[config.mk]
export PLATFORM = sky130hd
export DESIGN_NAME = sdr_refresh_sched
export DESIGN_NICKNAME = d
export VERILOG_FILES = /design/src/rtl/sdr_ref_pkg.sv /design/src/rtl/sdr_ref_timer.sv /design/src/rtl/sdr_ref_pend.sv /design/src/rtl/sdr_ref_seq.sv /design/src/rtl/sdr_refresh_sched.sv
export SDC_FILE = /design/constraint.sdc
export NUM_CORES = 1
export LEC_CHECK = 0
export BUFFER_PORTS_ARGS = -buffer_cell sky130_fd_sc_hd__buf_2
export CAP_MARGIN = 20
export CORE_MARGIN = 8
export CORE_UTILIZATION = 54
export CTS_BUF_LIST = sky130_fd_sc_hd__clkbuf_2
export DETAILED_ROUTE_END_ITERATION = 16
export PLACE_DENSITY = 0.79
export SLEW_MARGIN = 20
export SYNTH_ARGS = -nofsm -noshare
export SYNTH_HDL_FRONTEND = slang
export SYNTH_SLANG_ARGS = --single-unit
[constraint.sdc]
create_clock -name clk_i -period 1.7 [get_ports clk_i]
set_input_delay 0.17 -clock clk_i [delete_from_list [all_inputs] [get_ports clk_i]]
set_output_delay 0.17 -clock clk_i [all_outputs]
set_load 0.005 [all_outputs]
[src/rtl/sdr_ref_pkg.sv]
package sdr_ref_pkg;
  typedef struct packed {
    logic cs_n;
    logic ras_n;
    logic cas_n;
    logic we_n;
  } sdr_cmd_t;

  localparam sdr_cmd_t CMD_NOP  = '{cs_n: 1'b0, ras_n: 1'b1, cas_n: 1'b1, we_n: 1'b1};
  localparam sdr_cmd_t CMD_AREF = '{cs_n: 1'b0, ras_n: 1'b0, cas_n: 1'b0, we_n: 1'b1};

  typedef enum logic [1:0] {
    SEQ_IDLE  = 2'd0,
    SEQ_ISSUE = 2'd1,
    SEQ_GAP   = 2'd2,
    SEQ_DONE  = 2'd3
  } seq_state_e;
endpackage

[src/rtl/sdr_ref_timer.sv]
module sdr_ref_timer #(
  parameter int unsigned LIMIT = 770
) (
  input  logic clk_i,
  input  logic rst_ni,
  input  logic run_i,
  input  logic restart_i,
  output logic expire_o
);
  localparam int unsigned CW = (LIMIT > 1) ? $clog2(LIMIT) : 1;
  localparam logic [CW-1:0] LAST = CW'(LIMIT - 1);

  logic [CW-1:0] cnt_q;

  assign expire_o = run_i && (cnt_q == LAST);

  always_ff @(posedge clk_i or negedge rst_ni) begin
    if (!rst_ni) begin
      cnt_q <= '0;
    end else if (!run_i || restart_i || expire_o) begin
      cnt_q <= '0;
    end else begin
      cnt_q <= cnt_q + 1'b1;
    end
  end
endmodule

[src/rtl/sdr_ref_pend.sv]
module sdr_ref_pend (
  input  logic clk_i,
  input  logic rst_ni,
  input  logic set_i,
  input  logic clr_i,
  output logic pend_o
);
  // set wins: a trigger on the closing edge starts a fresh refresh
  always_ff @(posedge clk_i or negedge rst_ni) begin
    if (!rst_ni)     pend_o <= 1'b0;
    else if (set_i)  pend_o <= 1'b1;
    else if (clr_i)  pend_o <= 1'b0;
  end
endmodule

[src/rtl/sdr_ref_seq.sv]
module sdr_ref_seq
  import sdr_ref_pkg::*;
#(
  parameter int unsigned NUM_AREF   = 2,
  parameter int unsigned TRC_CYCLES = 6
) (
  input  logic clk_i,
  input  logic rst_ni,
  input  logic pend_i,
  input  logic busy_i,
  output logic issue_o,
  output logic done_o
);
  localparam int unsigned GW = (TRC_CYCLES > 2) ? $clog2(TRC_CYCLES) : 1;
  localparam int unsigned NW = $clog2(NUM_AREF + 1);
  localparam logic [GW-1:0] GAP_LAST = GW'(TRC_CYCLES - 2);
  localparam logic [NW-1:0] CMD_LAST = NW'(NUM_AREF - 1);

  seq_state_e    state_q, state_d;
  logic [GW-1:0] gap_q, gap_d;
  logic [NW-1:0] num_q, num_d;

  always_comb begin
    state_d = state_q;
    gap_d   = gap_q;
    num_d   = num_q;
    unique case (state_q)
      SEQ_IDLE: begin
        num_d = '0;
        if (pend_i && !busy_i) state_d = SEQ_ISSUE;
      end
      SEQ_ISSUE: begin
        gap_d   = '0;
        state_d = SEQ_GAP;
      end
      SEQ_GAP: begin
        gap_d = gap_q + 1'b1;
        if (gap_q == GAP_LAST) begin
          if (num_q == CMD_LAST) begin
            state_d = SEQ_DONE;
          end else begin
            num_d   = num_q + 1'b1;
            state_d = SEQ_ISSUE;
          end
        end
      end
      default: state_d = SEQ_IDLE;
    endcase
  end

  always_ff @(posedge clk_i or negedge rst_ni) begin
    if (!rst_ni) begin
      state_q <= SEQ_IDLE;
      gap_q   <= '0;
      num_q   <= '0;
    end else begin
      state_q <= state_d;
      gap_q   <= gap_d;
      num_q   <= num_d;
    end
  end

  assign issue_o = (state_q == SEQ_ISSUE);
  assign done_o  = (state_q == SEQ_DONE);
endmodule

[src/rtl/sdr_refresh_sched.sv]
module sdr_refresh_sched
  import sdr_ref_pkg::*;
#(
  parameter int unsigned TIMER_CYCLES = 770,
  parameter int unsigned NUM_AREF     = 2,
  parameter int unsigned TRC_CYCLES   = 6
) (
  input  logic clk_i,
  input  logic rst_ni,
  input  logic init_done_i,
  input  logic manual_req_i,
  input  logic xfer_busy_i,
  output logic ref_pend_o,
  output logic sd_cs_n_o,
  output logic sd_ras_n_o,
  output logic sd_cas_n_o,
  output logic sd_we_n_o,
  output logic ref_done_o
);
  logic     man_acc_w, expire_w, trig_w, aref_w, done_w;
  sdr_cmd_t cmd_w;

  assign man_acc_w = init_done_i && manual_req_i;
  assign trig_w    = man_acc_w || expire_w;

  sdr_ref_timer #(.LIMIT(TIMER_CYCLES)) timer_i (
    .clk_i     (clk_i),
    .rst_ni    (rst_ni),
    .run_i     (init_done_i),
    .restart_i (man_acc_w),
    .expire_o  (expire_w)
  );

  sdr_ref_pend pend_i (
    .clk_i  (clk_i),
    .rst_ni (rst_ni),
    .set_i  (trig_w),
    .clr_i  (done_w),
    .pend_o (ref_pend_o)
  );

  sdr_ref_seq #(.NUM_AREF(NUM_AREF), .TRC_CYCLES(TRC_CYCLES)) seq_i (
    .clk_i   (clk_i),
    .rst_ni  (rst_ni),
    .pend_i  (ref_pend_o),
    .busy_i  (xfer_busy_i),
    .issue_o (aref_w),
    .done_o  (done_w)
  );

  assign cmd_w      = aref_w ? CMD_AREF : CMD_NOP;
  assign sd_cs_n_o  = cmd_w.cs_n;
  assign sd_ras_n_o = cmd_w.ras_n;
  assign sd_cas_n_o = cmd_w.cas_n;
  assign sd_we_n_o  = cmd_w.we_n;
  assign ref_done_o = done_w;
endmodule

==> summary.txt, run 1 <==
Cells and area
  – Final design utilization: 0.599
  – Filler cells: 170
  – N_diodes: 0
  – Area grow syn2layout: 8.45%
  – Share of layout cells above drive strength 1: 0.165
  – Multi-input gate area: approximately 530 sq um
  – Fin nets: 131
  – Register area: around 450 sq um

Global routing
  – Gr usage total: 0.115
  – Initial antenna violation count: 0
  – Vias in the first global route: between 700 and 800
  – Remaining global-route overflow: 0
  – Largest net degree at the start of global routing: 19
  – First-pass GRT wire length: 3.11 mm

Clock network
  – Worst skew pair latency: about 0.29 ns
  – TritonCTS clock tree: built
  – Clock Tree Root: clkbuf_2
  – CTS clock-pin slew for the worst setup and hold paths: 0.17 ns
  – Post-CTS Setup Bufs: 0
  – Sink Count: 18
  – Maximum clock insertion buffer count: 2
  – Hold Buf Count CTS: 1
  – H-tree levels: 1
  – CTS resizes: 0
  – CTS Buf Count: 3

Pwr
  – Pwr Density: slightly below 1000 mW/mm^2
  – Cell leakage power: slightly above 0.5 nW
  – Peak VDD IR: roughly 0.00057 V
  – Pint: 714 uW
  – Seq pwr share: 0.480
  – Switching share of total power: 0.352
  – Logic pwr share: 0.356
  – Clock power frac: 0.164
  – P_sw: 387 uW
  – Power consumption: 1.10 mW

Worst setup path
  – CP Capture Type: register
  – Startpoint types: register
  – Worst EP arrival: approximately 1.8 ns
  – Worst r2r path cells: 4
  – Required @ worst endpoint: about 1.9 ns
  – Crit path max fanout: 10
  – WS Path Type: reg2reg

Synth
  – Largest area contributor in the netlist: dfrtp_1
  – Post-Syn Area: roughly 0.0011 sq mm
  – #FFs+latches synth: 18
  – Count leader, synth: dfrtp_1
  – Post-synth top flop: dfrtp_1
  – Ys async rst share: 1.00
  – Yosys cell types: 34
  – Syn_nets: between 100 and 150
  – Yosys top cell area share: 0.429
  – Post-synth EDFFs: 0
  – Post-synth top cells: dfrtp_1 (18), ha_1 (10), inv_1 (10), nor2_1 (7), o21ai_0 (7)
  – Top post-synthesis cells by area: dfrtp_1 (43%), ha_1 (12%), inv_1 (3.6%)
  – Mapped Cells: 105
  – Avg Cell Area, Syn: ~10 sq um
  – Yosys warning count: 0
  – Sequential fraction of the synthesis area: 0.429

Hold path
  – Worst min path class: in2reg
  – Hold path cells: 2

Timing
  – Clk_skew: about 0.0028 ns
  – Peak Freq: between 0.6 and 0.7 GHz
  – Setup violation total in the final timing report: 0
  – Final period utilization: 0.954
  – Final Hold Viols: 0
  – Final Max Tran Viols: 0
  – Sum Neg Setup Slack: 0 ns
  – RSZ-0062 raised after global routing: no
  – Setup WS post-layout: about 0.08 ns
  – Hold_ws: approximately 0.13 ns
  – Crit path time final: around 1.6 ns

Floorplan
  – Die ar.: around 0.0036 sq mm
  – Core ar.: approximately 0.0019 sq mm
  – Initial core utilization: 0.553
  – FP Rows: 16
  – Die Ht: between 60 and 70 um
  – Die Span X: approximately 60 um
  – Ports: 11

Run
  – Max Cap Viol: 0

Placement
  – HPWL Detailed: about 1.4 mm
  – Place WS: between 0.1 and 0.15 ns
  – IO buf count: 8
  – Routability congestion estimate from global placement: approximately 0.80

Detailed routing
  – Mean number of vias per cell: between 5 and 6
  – Routed Wire Length: about 1.9 mm
  – Initial DRT Pass Iterations: 6
  – DRC violations left: 0
  – Post-route antenna net violation count: 0
  – Wire length per cell: around 13 um
  – Vias after detailed routing: 762
  – Starting DRT DRC Count: 10

Outcome
  – Status: finished clean
[routing by layer]
metal / up-vias / wire (um) / global-route usage
li1: 384 / - / -
met1: 371 / 849 / 0.133
met2: 5 / 973 / 0.183
met3: 2 / 44 / 0.0387
met4: 0 / 10 / 0.0544
met5: - / 0 / 0
[power by group through the flow]
stage,logic (mW),clock network [mW],registers [mW]
2_1_floorplan,0.289,0,0.530
3_3_place_gp,0.387,0,0.535
3_5_place_dp,0.399,0,0.539
4_1_cts,0.402,0.189,0.530
5_1_grt,0.457,0.204,0.542
6_report,0.391,0.180,0.529
[worst max-delay path, cell delays in order, from the launching register on]
cell	delay, ns
dfrtp_1	0.46
or4_4	0.57
o41ai_4	0.22
buf_4	0.22
a21oi_1	0.06
[through the flow]
| step | instance area (sq um) | instances |
|---|---|---|
| global route | 1140 | 142 |
| global placement | 1110 | 137 |
| finish | 1140 | 142 |
| floorplan | 1050 | 105 |
| detailed placement | 1110 | 137 |
| CTS | 1140 | 142 |
[layout by cell type (no fill, tap or decap), types with 2 or more instances in the layout]
cell type | netlist | routed
dfrtp_1 | 18 | 18
inv_1 | 10 | 10
ha_1 | 10 | 10
buf_2 | 1 | 8
o21ai_0 | 7 | 7
nor2_1 | 7 | 7
nand3_1 | 6 | 6
a21oi_1 | 5 | 5
nand4_1 | 3 | 3
nand2_1 | 3 | 3
nand3b_1 | 3 | 3
clkbuf_2 | 1 | 3
buf_4 | 3 | 3
or3_1 | 2 | 2
o31ai_1 | 2 | 2
or4_1 | 2 | 2
xor2_1 | 2 | 2
xnor2_1 | 2 | 2
mux2_2 | 2 | 2
conb_1 | 2 | 2
[logic make-up after synthesis]
| group | after synthesis | share of synthesized area |
|---|---|---|
| buffers and inverters | 16 | 0.0702 |
| AOI/OAI and AO/OA | 20 | 0.138 |
| adders and majority gates | 10 | 0.119 |
| xor gates and xnor gates | 4 | 0.0333 |
| and+or+nand+nor | 32 | 0.173 |
| muxes | 3 | 0.0310 |
| DFF | 18 | 0.429 |
| other | 2 | 0.00715 |
[layout make-up]
| type | instances | area share |
|---|---|---|
| clock buffer | 3 | 0.0132 |
| clock inverter | 1 | 0.00329 |
| inverter | 10 | 0.0329 |
| multi-input combinational | 71 | 0.462 |
| sequential | 18 | 0.395 |
| tap | 27 | 0.0296 |
| timing repair buffer | 12 | 0.0637 |
[sequential cells by signal, indices dropped and copies added, names as in the netlist]
signal         count
seq_i.gap_q        3
seq_i.state_q      2
timer_i.cnt_q     10
seq_i.num_q        2
pend_i.pend_o      1
[final timing paths]
path	from	slack [ns]	to
worst max-delay path	timer_i.cnt_q[6]	0.08	timer_i.cnt_q[7]
worst min register to register	timer_i.cnt_q[0]	0.52	timer_i.cnt_q[0]
max in group asynchronous	rst_ni	1.13	timer_i.cnt_q[4]
min in group asynchronous	rst_ni	0.30	timer_i.cnt_q[6]
worst max register to register	timer_i.cnt_q[6]	0.08	timer_i.cnt_q[7]
worst min-delay path	manual_req_i	0.13	pend_i.pend_o
Power figures use the tool's default switching activity.
==> run 2: changes to the inputs <==
--- a/config.mk
+++ b/config.mk
@@ -15,4 +15,6 @@
 export SLEW_MARGIN = 20
 export SYNTH_ARGS = -nofsm -noshare
 export SYNTH_HDL_FRONTEND = slang
+export SYNTH_HIERARCHICAL = 1
 export SYNTH_SLANG_ARGS = --single-unit
+export TNS_END_PERCENT = 100
==> run 2 against run 1 <==
  * Hold slack gained 0.042 ns
  * Global-route usage rose by 0.67 points
  * Combinational power increased by 20%
  * Clock skew increased by 0.0038 ns
  * Design area is 2.0% higher
  * Critical endpoint is now pend_i/pend_o
  * Largest cell class unchanged
  * Largest power group unchanged
==> summary.txt, run 2 <==
Placement
  – IO buf count: 8
  – Routability congestion estimate from global placement: between 0.7 and 0.8
  – Place WS: 0.124 ns
  – HPWL Detailed: 1.48 mm

Detailed routing
  – Vias after detailed routing: just under 800
  – Starting DRT DRC Count: 24
  – Post-route antenna net violation count: 0
  – Wire length per cell: roughly 13 um
  – DRC violations left: 0
  – Routed Wire Length: 1.90 mm
  – Initial DRT Pass Iterations: 3
  – Mean number of vias per cell: around 5.4

Synth
  – Yosys cell types: 35
  – Largest area contributor in the netlist: dfrtp_1
  – Post-Syn Area: between 0.001 and 0.0015 sq mm
  – Mapped Cells: 109
  – #FFs+latches synth: 18
  – Post-synth EDFFs: 0
  – Post-synth top flop: dfrtp_1
  – Count leader, synth: dfrtp_1
  – Syn_nets: roughly 120
  – Post-synth top cells: dfrtp_1 (18), inv_1 (11), ha_1 (10), o21ai_0 (9)
  – Sequential fraction of the synthesis area: 0.410
  – Yosys warning count: 6
  – Yosys top cell area share: 0.410
  – Ys async rst share: 1.00
  – Avg Cell Area, Syn: around 10 sq um
  – Top post-synthesis cells by area: dfrtp_1 (41%), ha_1 (11%), o21ai_0 (4.1%)

Clock network
  – Maximum clock insertion buffer count: 2
  – H-tree levels: 1
  – Sink Count: 18
  – CTS Buf Count: 3
  – Worst skew pair latency: roughly 0.29 ns
  – Hold Buf Count CTS: 1
  – CTS clock-pin slew for the worst setup and hold paths: approximately 0.16 ns
  – TritonCTS clock tree: built
  – CTS resizes: 0
  – Clock Tree Root: clkbuf_2
  – Post-CTS Setup Bufs: 0

Floorplan
  – Die ar.: between 0.003 and 0.004 sq mm
  – FP Rows: 16
  – Die Span X: roughly 60 um
  – Initial core utilization: 0.566
  – Ports: 11
  – Core ar.: approximately 0.0019 sq mm
  – Die Ht: slightly above 60 um

Pwr
  – Cell leakage power: about 0.53 nW
  – Pwr Density: around 1000 mW/mm^2
  – Peak VDD IR: 0.00111 V

Global routing
  – First-pass GRT wire length: ~3.5 mm
  – Largest net degree at the start of global routing: 19
  – Remaining global-route overflow: 0
  – Vias in the first global route: 829
  – Initial antenna violation count: 0
  – Gr usage total: 0.121

Worst setup path
  – Worst r2r path cells: 6
  – Required @ worst endpoint: 1.90 ns
  – Worst r2r dst: pend_i/pend_o
  – Startpoint types: register
  – Reg2Reg Setup Slack: ~0.11 ns
  – CP startpoint: timer_i/cnt_q[0]
  – WS Path Type: reg2reg
  – Worst EP arrival: 1.79 ns
  – Critical path's top delay family: simple AND/OR/NAND/NOR gates
  – CP bufs+invs: 0
  – Crit path max fanout: 5
  – Critical path's most frequent cell: a21o_1
  – Critical Path End: pend_i/pend_o
  – Worst path slowest cell: dfrtp_1
  – Slowest stage delay, CP: between 0.4 and 0.5 ns
  – CP Cell Sequence: ha_1, and4bb_2, and4b_1, and2_1, a21o_1, a21o_1
  – CP Capture Type: register
  – Levels on crit path: 6
  – Reg-to-Reg Start: timer_i/cnt_q[0]

Cells and area
  – Area grow syn2layout: 5.69%
  – Filler cells: 163
  – Most frequent cells in the layout: dfrtp_1 (18), inv_1 (11), ha_1 (10)
  – N_diodes: 0
  – Largest regs: timer_i/cnt_q x10, seq_i/gap_q x3
  – Share of layout cells above drive strength 1: 0.181
  – Max reg flops: 10
  – Commonest non-fill, non-tap cell in the layout: dfrtp_1
  – Most flops, register: timer_i/cnt_q
  – Final design utilization: 0.599
  – Fin nets: 132

Hold path
  – Worst min path class: in2reg
  – Hold path cells: 3

Timing
  – Sum Neg Setup Slack: 0 ns
  – Setup WS post-layout: ~0.11 ns
  – Crit path time final: ~1.6 ns
  – Final Hold Viols: 0
  – RSZ-0062 raised after global routing: no
  – Final period utilization: 0.938
  – Clk_skew: 0.00656 ns
  – Final Max Tran Viols: 0
  – Hold_ws: 0.167 ns
  – Setup violation total in the final timing report: 0
  – Peak Freq: 0.627 GHz

Outcome
  – Status: finished clean

Run
  – Max Cap Viol: 0
-- run 2: changes by cell type after synthesis, moves of 3 or more --
cell / before / now
nor2_1: 7 / 2
a211oi_1: 0 / 3
a21oi_1: 5 / 2
nor3_1: 0 / 6
-- run 2: area by class of cell --
type	instances	area, sq um	share of cell area
clock buffers	3	15.0	0.0129
clock inverters	1	3.75	0.00323
repair buffers	10	57.6	0.0495
well taps	27	33.8	0.0291
multi-input cells	73	561	0.482
flip-flops and latches	18	450	0.388
inverters	11	41.3	0.0355
-- run 2: kinds of logic (layout without fill, tap and decap cells) --
group / Yosys count / after routing / share of synthesized area
flops: 18 / 18 / 0.410
simple gates: 34 / 34 / 0.192
mux: 2 / 2 / 0.0273
xor+xnor: 4 / 4 / 0.0319
fa+ha+maj: 10 / 10 / 0.114
compound gates: 21 / 21 / 0.138
buf+inv: 18 / 25 / 0.0808
other cells: 2 / 2 / 0.00683
-- run 2: metrics by stage --
stage	power [mW]	area, sq um	std cells
final	1.18	1160	143
after detailed placement	1.03	1130	138
after CTS	1.20	1160	143
after floorplan	0.927	1100	109
after global placement	0.993	1130	138
after global routing	1.29	1160	143
-- run 2: worst min-delay path by stage --
stage	startpoint	end	slack (ns)
6_report	manual_req_i	pend_i/pend_o	0.17
5_1_grt	manual_req_i	pend_i/pend_o	0.15
4_1_cts	manual_req_i	pend_i/pend_o	0.15
3_5_place_dp	rst_ni	timer_i/cnt_q[6]	0.12
3_3_place_gp	rst_ni	timer_i/cnt_q[5]	0.12
2_1_floorplan	rst_ni	pend_i/pend_o	-0.13
-- run 2: report_power, final --
group / switching, mW / internal, mW
combinational: 0.241 / 0.227
sequential: 0.0588 / 0.481
clock: 0.125 / 0.0512
-- run 2: worst register-to-register path, stage by stage, from the launching register on --
cell and delay (ns):
dfrtp_1 0.45, ha_1 0.21, and4bb_2 0.21, and4b_1 0.19
and2_1 0.15, a21o_1 0.15, a21o_1 0.14
-- run 2: metal layers --
metal  vias up  GRT usage  wire length (um)  share of wire
li1        386          -                 -              -
met1       380      0.126               803           0.42
met2         3      0.227              1040           0.55
met3         2     0.0251                46          0.024
met4         0     0.0532                 9         0.0047
met5         -          0                 0              0
